===== config.mk =====
export PLATFORM = sky130hd
export DESIGN_NAME = pbk_top
export DESIGN_NICKNAME = d
export VERILOG_FILES = /design/src/rtl/pbk_pkg.sv /design/src/rtl/pbk_capture.sv /design/src/rtl/pbk_events.sv /design/src/rtl/pbk_regs.sv /design/src/rtl/pbk_top.sv
export SDC_FILE = /design/constraint.sdc
export NUM_CORES = 1
export LEC_CHECK = 0
export ABC_AREA = 1
export BUFFER_PORTS_ARGS = -buffer_cell sky130_fd_sc_hd__buf_2
export CORE_ASPECT_RATIO = 0.8
export CORE_UTILIZATION = 49
export DETAILED_ROUTE_END_ITERATION = 8
export HOLD_SLACK_MARGIN = 0.05
export PLACE_DENSITY_LB_ADDON = 0.08
export RECOVER_POWER = 50
export SYNTH_ARGS = -nofsm -noshare
export SYNTH_HDL_FRONTEND = slang
export SYNTH_SLANG_ARGS = --single-unit

===== constraint.sdc =====
create_clock -name clk -period 3.2 [get_ports clk]
set_input_delay 0.32 -clock clk [delete_from_list [all_inputs] [get_ports clk]]
set_output_delay 0.32 -clock clk [all_outputs]
set_load 0.02 [all_outputs]

===== src/rtl/pbk_pkg.sv =====
package pbk_pkg;

   typedef enum logic [2:0] {
      RG_SAMPLE = 3'd0,
      RG_DRIVE  = 3'd1,
      RG_ENABLE = 3'd2,
      RG_IEN    = 3'd3,
      RG_RISE   = 3'd4,
      RG_ALT    = 3'd5,
      RG_MODE   = 3'd6,
      RG_PEND   = 3'd7
   } reg_idx_t;

   localparam int MB_EXT  = 0;
   localparam int MB_FALL = 1;
   localparam int MB_IE   = 2;
   localparam int MB_FLAG = 3;
   localparam int MODE_W  = 3;

endpackage


===== src/rtl/pbk_capture.sv =====
module pbk_capture #(
   parameter int NPINS       = 16,
   parameter int SYNC_STAGES = 2
) (
   input  logic             clk,
   input  logic             rst,
   input  logic             ext_mode,
   input  logic             fall_mode,
   input  logic             ext_clk,
   input  logic [NPINS-1:0] pin_i,
   output logic [NPINS-1:0] smp_o
);

   localparam int SH_W = SYNC_STAGES + 1;

   logic [SH_W-1:0] sh_q;
   logic            sync_lvl, sync_prev, edge_hit;

   generate
      if (SYNC_STAGES < 2) begin : g_bad_sync
         $error("pbk_capture: SYNC_STAGES must be at least 2");
      end
   endgenerate

   always_ff @(posedge clk) begin
      if (rst) sh_q <= '0;
      else     sh_q <= {sh_q[SH_W-2:0], ext_clk};
   end

   assign sync_lvl  = sh_q[SYNC_STAGES-1];
   assign sync_prev = sh_q[SYNC_STAGES];
   assign edge_hit  = fall_mode ? (!sync_lvl && sync_prev) : (sync_lvl && !sync_prev);

   always_ff @(posedge clk) begin
      if (rst)                       smp_o <= '0;
      else if (!ext_mode || edge_hit) smp_o <= pin_i;
   end

   // no synchronized edge in external mode means no capture
   p_hold_no_edge_r7: assert property (@(posedge clk) disable iff (rst)
      (ext_mode && !edge_hit) |=> $stable(smp_o));

   // bus-clock mode tracks the pins one clock later
   p_follow_pins_r6: assert property (@(posedge clk) disable iff (rst)
      !ext_mode |=> (smp_o == $past(pin_i)));

endmodule


===== src/rtl/pbk_events.sv =====
module pbk_events #(
   parameter int NPINS = 16
) (
   input  logic             clk,
   input  logic             rst,
   input  logic [NPINS-1:0] smp,
   input  logic [NPINS-1:0] ien,
   input  logic [NPINS-1:0] rise,
   input  logic             pend_we,
   input  logic [NPINS-1:0] pend_wval,
   output logic [NPINS-1:0] pend
);

   logic [NPINS-1:0] prev_q, hit;

   always_ff @(posedge clk) begin
      if (rst) prev_q <= '0;
      else     prev_q <= smp;
   end

   generate
      for (genvar i = 0; i < NPINS; i++) begin : g_pin
         logic went_up, went_down;
         assign went_up   = smp[i] && !prev_q[i];
         assign went_down = !smp[i] && prev_q[i];
         assign hit[i]    = ien[i] && (rise[i] ? went_up : went_down);
      end
   endgenerate

   always_ff @(posedge clk) begin
      if (rst) pend <= '0;
      else     pend <= (pend_we ? pend_wval : pend) | hit;
   end

   // pending bits survive while no write hits the register
   p_sticky_r10: assert property (@(posedge clk) disable iff (rst)
      !pend_we |=> ((pend & $past(pend)) == $past(pend)));

   // an accepted event always lands in the pending register
   p_event_sets_r9: assert property (@(posedge clk) disable iff (rst)
      (|hit) |=> ((pend & $past(hit)) == $past(hit)));

endmodule


===== src/rtl/pbk_regs.sv =====
module pbk_regs
   import pbk_pkg::*;
#(
   parameter int NPINS = 16,
   parameter int ADR_W = 8
) (
   input  logic              clk,
   input  logic              rst,
   input  logic              bus_cyc,
   input  logic              bus_stb,
   input  logic              bus_we,
   input  logic [ADR_W-1:0]  bus_adr,
   input  logic [3:0]        bus_sel,
   input  logic [31:0]       bus_wdat,
   output logic [31:0]       bus_rdat,
   output logic              bus_ack,
   output logic              bus_err,
   input  logic [NPINS-1:0]  smp,
   input  logic [NPINS-1:0]  pend,
   output logic [NPINS-1:0]  drive_q,
   output logic [NPINS-1:0]  enable_q,
   output logic [NPINS-1:0]  ien_q,
   output logic [NPINS-1:0]  rise_q,
   output logic [NPINS-1:0]  alt_q,
   output logic [MODE_W-1:0] mode_q,
   output logic              pend_we,
   output logic [NPINS-1:0]  pend_wval
);

   localparam int WIDX_W = ADR_W - 2;

   logic              req, mapped;
   logic [WIDX_W-1:0] widx;
   reg_idx_t          ridx;
   logic [31:0]       rmux;

   generate
      if (NPINS < 1 || NPINS > 32) begin : g_bad_pins
         $error("pbk_regs: NPINS must lie in 1..32");
      end
      if (ADR_W < 5) begin : g_bad_adr
         $error("pbk_regs: ADR_W must be at least 5");
      end
   endgenerate

   function automatic logic [NPINS-1:0] merge(input logic [NPINS-1:0] old,
                                              input logic [31:0] nv,
                                              input logic [3:0] sel);
      logic [NPINS-1:0] r;
      for (int b = 0; b < NPINS; b++) r[b] = sel[b/8] ? nv[b] : old[b];
      return r;
   endfunction

   function automatic logic [31:0] widen(input logic [NPINS-1:0] v);
      logic [31:0] r;
      r = '0;
      r[NPINS-1:0] = v;
      return r;
   endfunction

   assign req    = bus_cyc && bus_stb && !bus_ack && !bus_err;
   assign widx   = bus_adr[ADR_W-1:2];
   assign mapped = (bus_adr[1:0] == 2'b00) && ((widx >> 3) == '0);
   assign ridx   = reg_idx_t'(widx[2:0]);

   assign pend_we   = req && mapped && bus_we && (ridx == RG_PEND);
   assign pend_wval = merge(pend, bus_wdat, bus_sel);

   always_comb begin
      unique case (ridx)
         RG_SAMPLE: rmux = widen(smp);
         RG_DRIVE:  rmux = widen(drive_q);
         RG_ENABLE: rmux = widen(enable_q);
         RG_IEN:    rmux = widen(ien_q);
         RG_RISE:   rmux = widen(rise_q);
         RG_ALT:    rmux = widen(alt_q);
         RG_MODE:   rmux = {28'd0, |pend, mode_q};
         RG_PEND:   rmux = widen(pend);
         default:   rmux = '0;
      endcase
   end

   always_ff @(posedge clk) begin
      if (rst) begin
         bus_ack  <= 1'b0;
         bus_err  <= 1'b0;
         bus_rdat <= '0;
         drive_q  <= '0;
         enable_q <= '0;
         ien_q    <= '0;
         rise_q   <= '0;
         alt_q    <= '0;
         mode_q   <= '0;
      end else begin
         bus_ack <= req && mapped;
         bus_err <= req && !mapped;
         if (req && mapped && !bus_we) bus_rdat <= rmux;
         if (req && mapped && bus_we) begin
            unique case (ridx)
               RG_DRIVE:  drive_q  <= merge(drive_q, bus_wdat, bus_sel);
               RG_ENABLE: enable_q <= merge(enable_q, bus_wdat, bus_sel);
               RG_IEN:    ien_q    <= merge(ien_q, bus_wdat, bus_sel);
               RG_RISE:   rise_q   <= merge(rise_q, bus_wdat, bus_sel);
               RG_ALT:    alt_q    <= merge(alt_q, bus_wdat, bus_sel);
               RG_MODE:   if (bus_sel[0]) mode_q <= bus_wdat[MODE_W-1:0];
               default:   ;
            endcase
         end
      end
   end

   // never both responses
   p_one_resp_r2: assert property (@(posedge clk) disable iff (rst)
      !(bus_ack && bus_err));

   // a fresh request is answered on the next cycle
   p_resp_next_r2: assert property (@(posedge clk) disable iff (rst)
      (bus_cyc && bus_stb && !bus_ack && !bus_err) |=> (bus_ack || bus_err));

   // a full-lane write to the driver-enable register lands intact
   p_full_write_r3: assert property (@(posedge clk) disable iff (rst)
      (req && mapped && bus_we && ridx == RG_ENABLE && bus_sel == 4'hF)
      |=> (widen(enable_q) == ($past(bus_wdat) & widen('1))));

   // clearing the global enable in a write takes effect next cycle
   p_ie_clear_r11: assert property (@(posedge clk) disable iff (rst)
      (req && mapped && bus_we && ridx == RG_MODE && bus_sel[0] && !bus_wdat[MB_IE])
      |=> !mode_q[MB_IE]);

endmodule


===== src/rtl/pbk_top.sv =====
module pbk_top
   import pbk_pkg::*;
#(
   parameter int NPINS       = 16,
   parameter int ADR_W       = 8,
   parameter int SYNC_STAGES = 2
) (
   input  logic             clk,
   input  logic             rst,
   input  logic             bus_cyc,
   input  logic             bus_stb,
   input  logic             bus_we,
   input  logic [ADR_W-1:0] bus_adr,
   input  logic [3:0]       bus_sel,
   input  logic [31:0]      bus_wdat,
   output logic [31:0]      bus_rdat,
   output logic             bus_ack,
   output logic             bus_err,
   output logic             irq,
   input  logic [NPINS-1:0] pin_i,
   input  logic [NPINS-1:0] aux_i,
   input  logic             ext_clk,
   output logic [NPINS-1:0] pad_o,
   output logic [NPINS-1:0] pad_oe_n
);

   logic [NPINS-1:0]  smp, pend, drive_q, enable_q, ien_q, rise_q, alt_q, pend_wval;
   logic [MODE_W-1:0] mode_q;
   logic              pend_we;

   pbk_regs #(.NPINS(NPINS), .ADR_W(ADR_W)) i_regs (
      .clk(clk), .rst(rst),
      .bus_cyc(bus_cyc), .bus_stb(bus_stb), .bus_we(bus_we), .bus_adr(bus_adr),
      .bus_sel(bus_sel), .bus_wdat(bus_wdat), .bus_rdat(bus_rdat),
      .bus_ack(bus_ack), .bus_err(bus_err),
      .smp(smp), .pend(pend),
      .drive_q(drive_q), .enable_q(enable_q), .ien_q(ien_q), .rise_q(rise_q),
      .alt_q(alt_q), .mode_q(mode_q), .pend_we(pend_we), .pend_wval(pend_wval)
   );

   pbk_capture #(.NPINS(NPINS), .SYNC_STAGES(SYNC_STAGES)) i_capture (
      .clk(clk), .rst(rst),
      .ext_mode(mode_q[MB_EXT]), .fall_mode(mode_q[MB_FALL]),
      .ext_clk(ext_clk), .pin_i(pin_i), .smp_o(smp)
   );

   pbk_events #(.NPINS(NPINS)) i_events (
      .clk(clk), .rst(rst), .smp(smp), .ien(ien_q), .rise(rise_q),
      .pend_we(pend_we), .pend_wval(pend_wval), .pend(pend)
   );

   generate
      for (genvar i = 0; i < NPINS; i++) begin : g_pad
         assign pad_o[i]    = alt_q[i] ? aux_i[i] : drive_q[i];
         assign pad_oe_n[i] = !enable_q[i];
      end
   endgenerate

   assign irq = mode_q[MB_IE] && (|pend);

   // with the global enable off the request stays low
   p_irq_gate_r11: assert property (@(posedge clk) disable iff (rst)
      !mode_q[MB_IE] |-> !irq);

   // reset leaves the pad drivers off
   p_reset_pads_r1: assert property (@(posedge clk)
      $past(rst) |-> (pad_oe_n == '1 && !irq));

endmodule


Word level (Yosys, flattened, before mapping). Index checks and enable logic that the tools add are counted. W data, S select, Z words.

Register bits after elaboration: 168. Bits in latches: 0. Memory bits (writable): 0. Memory bits (read-only): 0. Input port bits: 82. Output and inout port bits: 67. Logic and storage cells: 208. Memories kept: 0.

$add $sub $neg: 0. Multiply operators: 0. Divide/modulo/power cells: 0. Magnitude comparators: 0. Equal/unequal tests: 7. Shift operators: 0. Mux-type cells: 51. Bitwise operators: 1. Reduce and logical (&&, ||, !) cells: 131.

Operators with widths (number): $pmux W32 S8 (1); $logic_and A1 B1 Y1 (60); $logic_not A1 Y1 (55); $mux W1 (49); $reduce_and A3 Y1 (11); $mux W16 (1); $or A16 B16 Y16 (1); $reduce_or A16 Y1 (1); $eq A3 B3 Y1 const B (4); $eq A3 B2 Y1 const B (2); $logic_not A6 Y1 (1); $eq A3 B1 Y1 const B (1); $logic_not A3 Y1 (1); $logic_not A2 Y1 (1); $logic_or A1 B1 Y1 (1).

Logic depth before layout (Yosys ltp).
Word-level depth: 8. Depth in mapped cells: 11. Depth with buffers taken out: 9.

Modules after synthesis. A second synthesis with hierarchy kept.

Cell total of the unflattened synthesis: 1330. Area total of the unflattened synthesis: 8627.0 sq um.

Modules (own cells, without submodules): pbk_regs (instances 1, cells an instance 903, area an instance 5671.7 sq um, sequential area each 2021.9 sq um); pbk_events (instances 1, cells an instance 231, area an instance 1525.2 sq um, sequential area each 640.6 sq um); pbk_capture (instances 1, cells an instance 148, area an instance 1068.5 sq um, sequential area each 380.4 sq um); pbk_top (instances 1, cells an instance 48, area an instance 361.6 sq um, sequential area each 0.0 sq um).

Least setup slack after synthesis. Ideal clock, no wire load.

Kind: input to register. Start: in bus_adr[4]. End: reg i_regs.enable_q[15]. Library setup time: 0.132 ns. Data arrival time: 1.289 ns. Required time: 3.068 ns. Path slack: 1.778 ns. Stages on the path: 7. Buffers on the path: 1. Cell sequence: clkbuf_2 -> inv_2 -> nand3_2 -> nor2_2 -> nand2_1 -> nand2_1 -> a21oi_1.

Cells in the longest elaborated chain, start to end: 2.

RTL lines: start, declared (line pbk_top.sv:13) `input logic [ADR_W-1:0] bus_adr,`; $eq A3 B2 Y1 (line pbk_regs.sv:99) `unique case (ridx)`; $reduce_and A3 Y1 (no source line); end signal, assigned (line pbk_regs.sv:101) `RG_ENABLE: enable_q <= merge(enable_q, bus_wdat, bus_sel);`; end, declared (line pbk_regs.sv:21) `output logic [NPINS-1:0] enable_q,`.

Every way passes these cells. A chain may end at the register's enable or synchronous reset.

Final worst setup path.
Start: in bus_adr[2]. End: reg i_events.pend[1].

Cells in the longest elaborated chain, start to end: 4.

RTL lines: $eq A3 B3 Y1 (line pbk_regs.sv:66) `assign pend_we = req && mapped && bus_we && (ridx == RG_PEND);`; $logic_and A1 B1 Y1 (line pbk_regs.sv:66); $mux W16 (line pbk_events.sv:32) `else pend <= (pend_we ? pend_wval : pend) | hit;`; $or A16 B16 Y16 (line pbk_events.sv:32); end signal, assigned (line pbk_events.sv:32); end, declared (line pbk_events.sv:11) `output logic [NPINS-1:0] pend`.

Every way passes these cells.

==> impl_metrics.tcl <==
set metrics [dict create \
    status "complete, but fails checks" \
    violations "max-capacitance violations, max-slew violations" \
    cp.buffers_inverters 4 \
    nets 1324 \
    power_switching_share 0.230 \
    place_congestion 0.865 \
    finalPower_mw 4.32 \
    wl_met3_um 2310 \
    numCtsBuffers 17 \
    die_area_um2 15800 \
    netlist-cell-type-count 23 \
    drive_gt1_frac 0.104 \
    worstSetupPathDepth 9 \
    dr_wl_met2_um 8080 \
    slowest_stage "nand3_1" \
    power_density_nw_per_um2 497 \
    min_path_type "in2reg" \
    drt_iter0_drc 630 \
    avgSynthCellArea_um2 6.53 \
    hold_path_depth 3 \
    intPower_mw 3.33 \
    synth_seq_area_share 0.406 \
    num_antenna_cells 0 \
    min_period_ns 2.36 \
    slew_violations 84 \
    setup_viol 0 \
    grt_pass1_wl_um 35500 \
    clockRootBuffer "clkbuf_16" \
    htreeDepth 4 \
    die_w_um 140 \
    hold_violations 0 \
    core-area_um2 15000 \
    final_common_cell "nand2_1" \
    crit_top_cell "nand3_1" \
    path_delay_family "buffers and inverters" \
    power_frac_seq 0.446 \
    rrSetupSlack_ns 1.15 \
    critPathKind "in2reg" \
    ios 149 \
    synth_warnings 0 \
    num_rows 40 \
    power_frac_clock 0.494 \
    vias 7549 \
    wl_met1_um 11700 \
    crit_fanout 23 \
    gr-total-overflow 0 \
    post-cts-setup-buffers 0 \
    dp_hpwl_um 15800 \
    maxSlewHeadroom -0.189 \
    vdd_drop_max_mv 0.399 \
    fin_tns_setup_ns 0 \
    cts_tree "done" \
    syn_inst 1147 \
    clk_transition_reported_paths_ns 0.06 \
    antenna_found_initial 0 \
    postCtsHoldBufs 0 \
    p_sw_uw 993 \
    critPathRequiredTime_ns 3.52 \
    reg2reg_depth 7 \
    post_cts_resized 0 \
    synth_seq_cells 152 \
    rsz0062_at_grt "false" \
    worst_pin_slew_ns 1.78 \
    cts_sinks 152 \
    start_kind "input pin" \
    portBuffers 114 \
    top_layer_used "met4" \
    ctsLongestPathBuffers 2 \
    postRouteAntennaNets 0 \
    drt_first_pass_iters 5 \
    vias_per_cell 5.23 \
    track_usage 0.290 \
    pwr-share-comb 0.060 \
    critPathArrivalTime_ns 2.68 \
    period_share 0.739 \
    mostFrequentLayoutCells "nand2_1, dfxtp_1, nand3_1" \
    start_util 0.501 \
    syn2layout_area_growth_pct 16.1 \
    netlist_area_um2 7490 \
    wl_per_cell_um 15.4 \
    fmax_mhz 423 \
    clock_skew_ns 0.00645 \
    maxCapViolCount 1 \
    critPathCaptureType "flop" \
    critPathMaxStageDelay_ns 0.65 \
    die_y_um 113 \
    timing.critical_path.cells "buf_2 > nand3_1 > buf_4 > inv_1 > nand3_1 > nand2_1 > nand3_1 > nand2_1 > inv_1" \
    drc_errors 0 \
    clk_latency_ns 0.43 \
    p_leak_nw 3.49 \
    grt_pass1_vias 6424 \
    wirelength_um 22300 \
    grt_start_max_net_pins 84 \
]
==> layer usage <==
metal / track usage / vias up
li1: - / 3859
met1: 0.475 / 3328
met2: 0.370 / 349
met3: 0.0666 / 13
met4: 0.0637 / 0
met5: 0 / -
==> worst paths after layout <==
| path | from | endpoint |
|---|---|---|
| worst max-delay path | bus_adr[2] | i_events.pend[1]$_SDFF_PP0_ |
| worst min-delay path | ext_clk | i_capture.sh_q[0]$_SDFF_PP0_ |
| worst max register to register | i_regs.bus_ack$_SDFF_PP0_ | i_regs.enable_q[12]$_SDFFE_PP0P_ |
| worst min register to register | i_capture.sh_q[0]$_SDFF_PP0_ | i_capture.sh_q[1]$_SDFF_PP0_ |
==> cell usage after synthesis (all sizes together) <==
| cell | n | area [um^2] |
|---|---|---|
| dfxtp | 152 | 3040 |
| mux2 | 3 | 33.8 |
| clkbuf | 31 | 118 |
| nand4 | 22 | 138 |
| a21oi | 122 | 611 |
| a21boi | 1 | 7.51 |
| nand3b | 5 | 37.5 |
| nor2 | 139 | 557 |
| nor3 | 14 | 70.1 |
| nand3 | 136 | 706 |
| inv | 135 | 507 |
| conb | 1 | 3.75 |
| clkinv | 1 | 3.75 |
| buf | 40 | 246 |
| o21ai | 92 | 460 |
| nand2 | 253 | 950 |
==> worst reg2reg max path: stages (launching register included) <==
cell and delay [ns]:
dfxtp_1 0.32, nor3_1 0.21, nand2_1 0.13, nor2_4 0.53, buf_12 0.26, nand2_1 0.23
nand2_1 0.12, a21oi_1 0.06
==> area by class of cell <==
cell class,instances,area (um^2)
Inverter,136,510
Multi-Input combinational cell,803,3630
Sequential cell,152,3040
Clock buffer,25,515
Clock inverter,7,113
Fill cell,1514,6270
Tap cell,189,236
Timing Repair Buffer,132,651
==> metrics by stage <==
step                 util  instance area (um^2)  std cells  setup WS (ns)  hold WS [ns]
floorplan               -                  7550       1162           1.78         0.388
global placement    0.544                  8150       1412          0.962         0.390
detailed placement  0.544                  8150       1412          0.940         0.396
CTS                 0.586                  8780       1444           1.23        0.0885
global route        0.581                  8700       1444          0.641         0.119
finish              0.581                  8700       1444          0.836        0.0981
==> logic make-up after synthesis <==
group / Yosys count / synth area share
buffers and inverters: 207 / 0.117
DFF: 152 / 0.406
AOI/OAI and AO/OA: 215 / 0.144
other: 1 / 0.000501
muxes: 3 / 0.00451
and+or+nand+nor: 569 / 0.328
==> power groups by stage <==
stage | Combinational [mW] | Sequential, mW | Clock [mW]
6_report | 0.259 | 1.93 | 2.14
5_1_grt | 0.285 | 1.93 | 2.24
4_1_cts | 0.255 | 1.93 | 2.15
3_5_place_dp | 0.254 | 1.97 | 0
3_3_place_gp | 0.251 | 1.97 | 0
2_1_floorplan | 0.163 | 1.97 | 0
==> sequential cells by signal, indices dropped and copies added (netlist names) <==
register,flops
i_regs.rise_q,16
i_events.pend,16
i_regs.bus_err,1
i_capture.smp_o,16
i_regs.bus_ack,1
i_regs.drive_q,16
i_regs.mode_q,3
i_regs.enable_q,16
i_regs.ien_q,16
i_events.prev_q,16
i_regs.bus_rdat,16
i_capture.sh_q,3
i_regs.alt_q,16
Power figures use the tool's default switching activity.
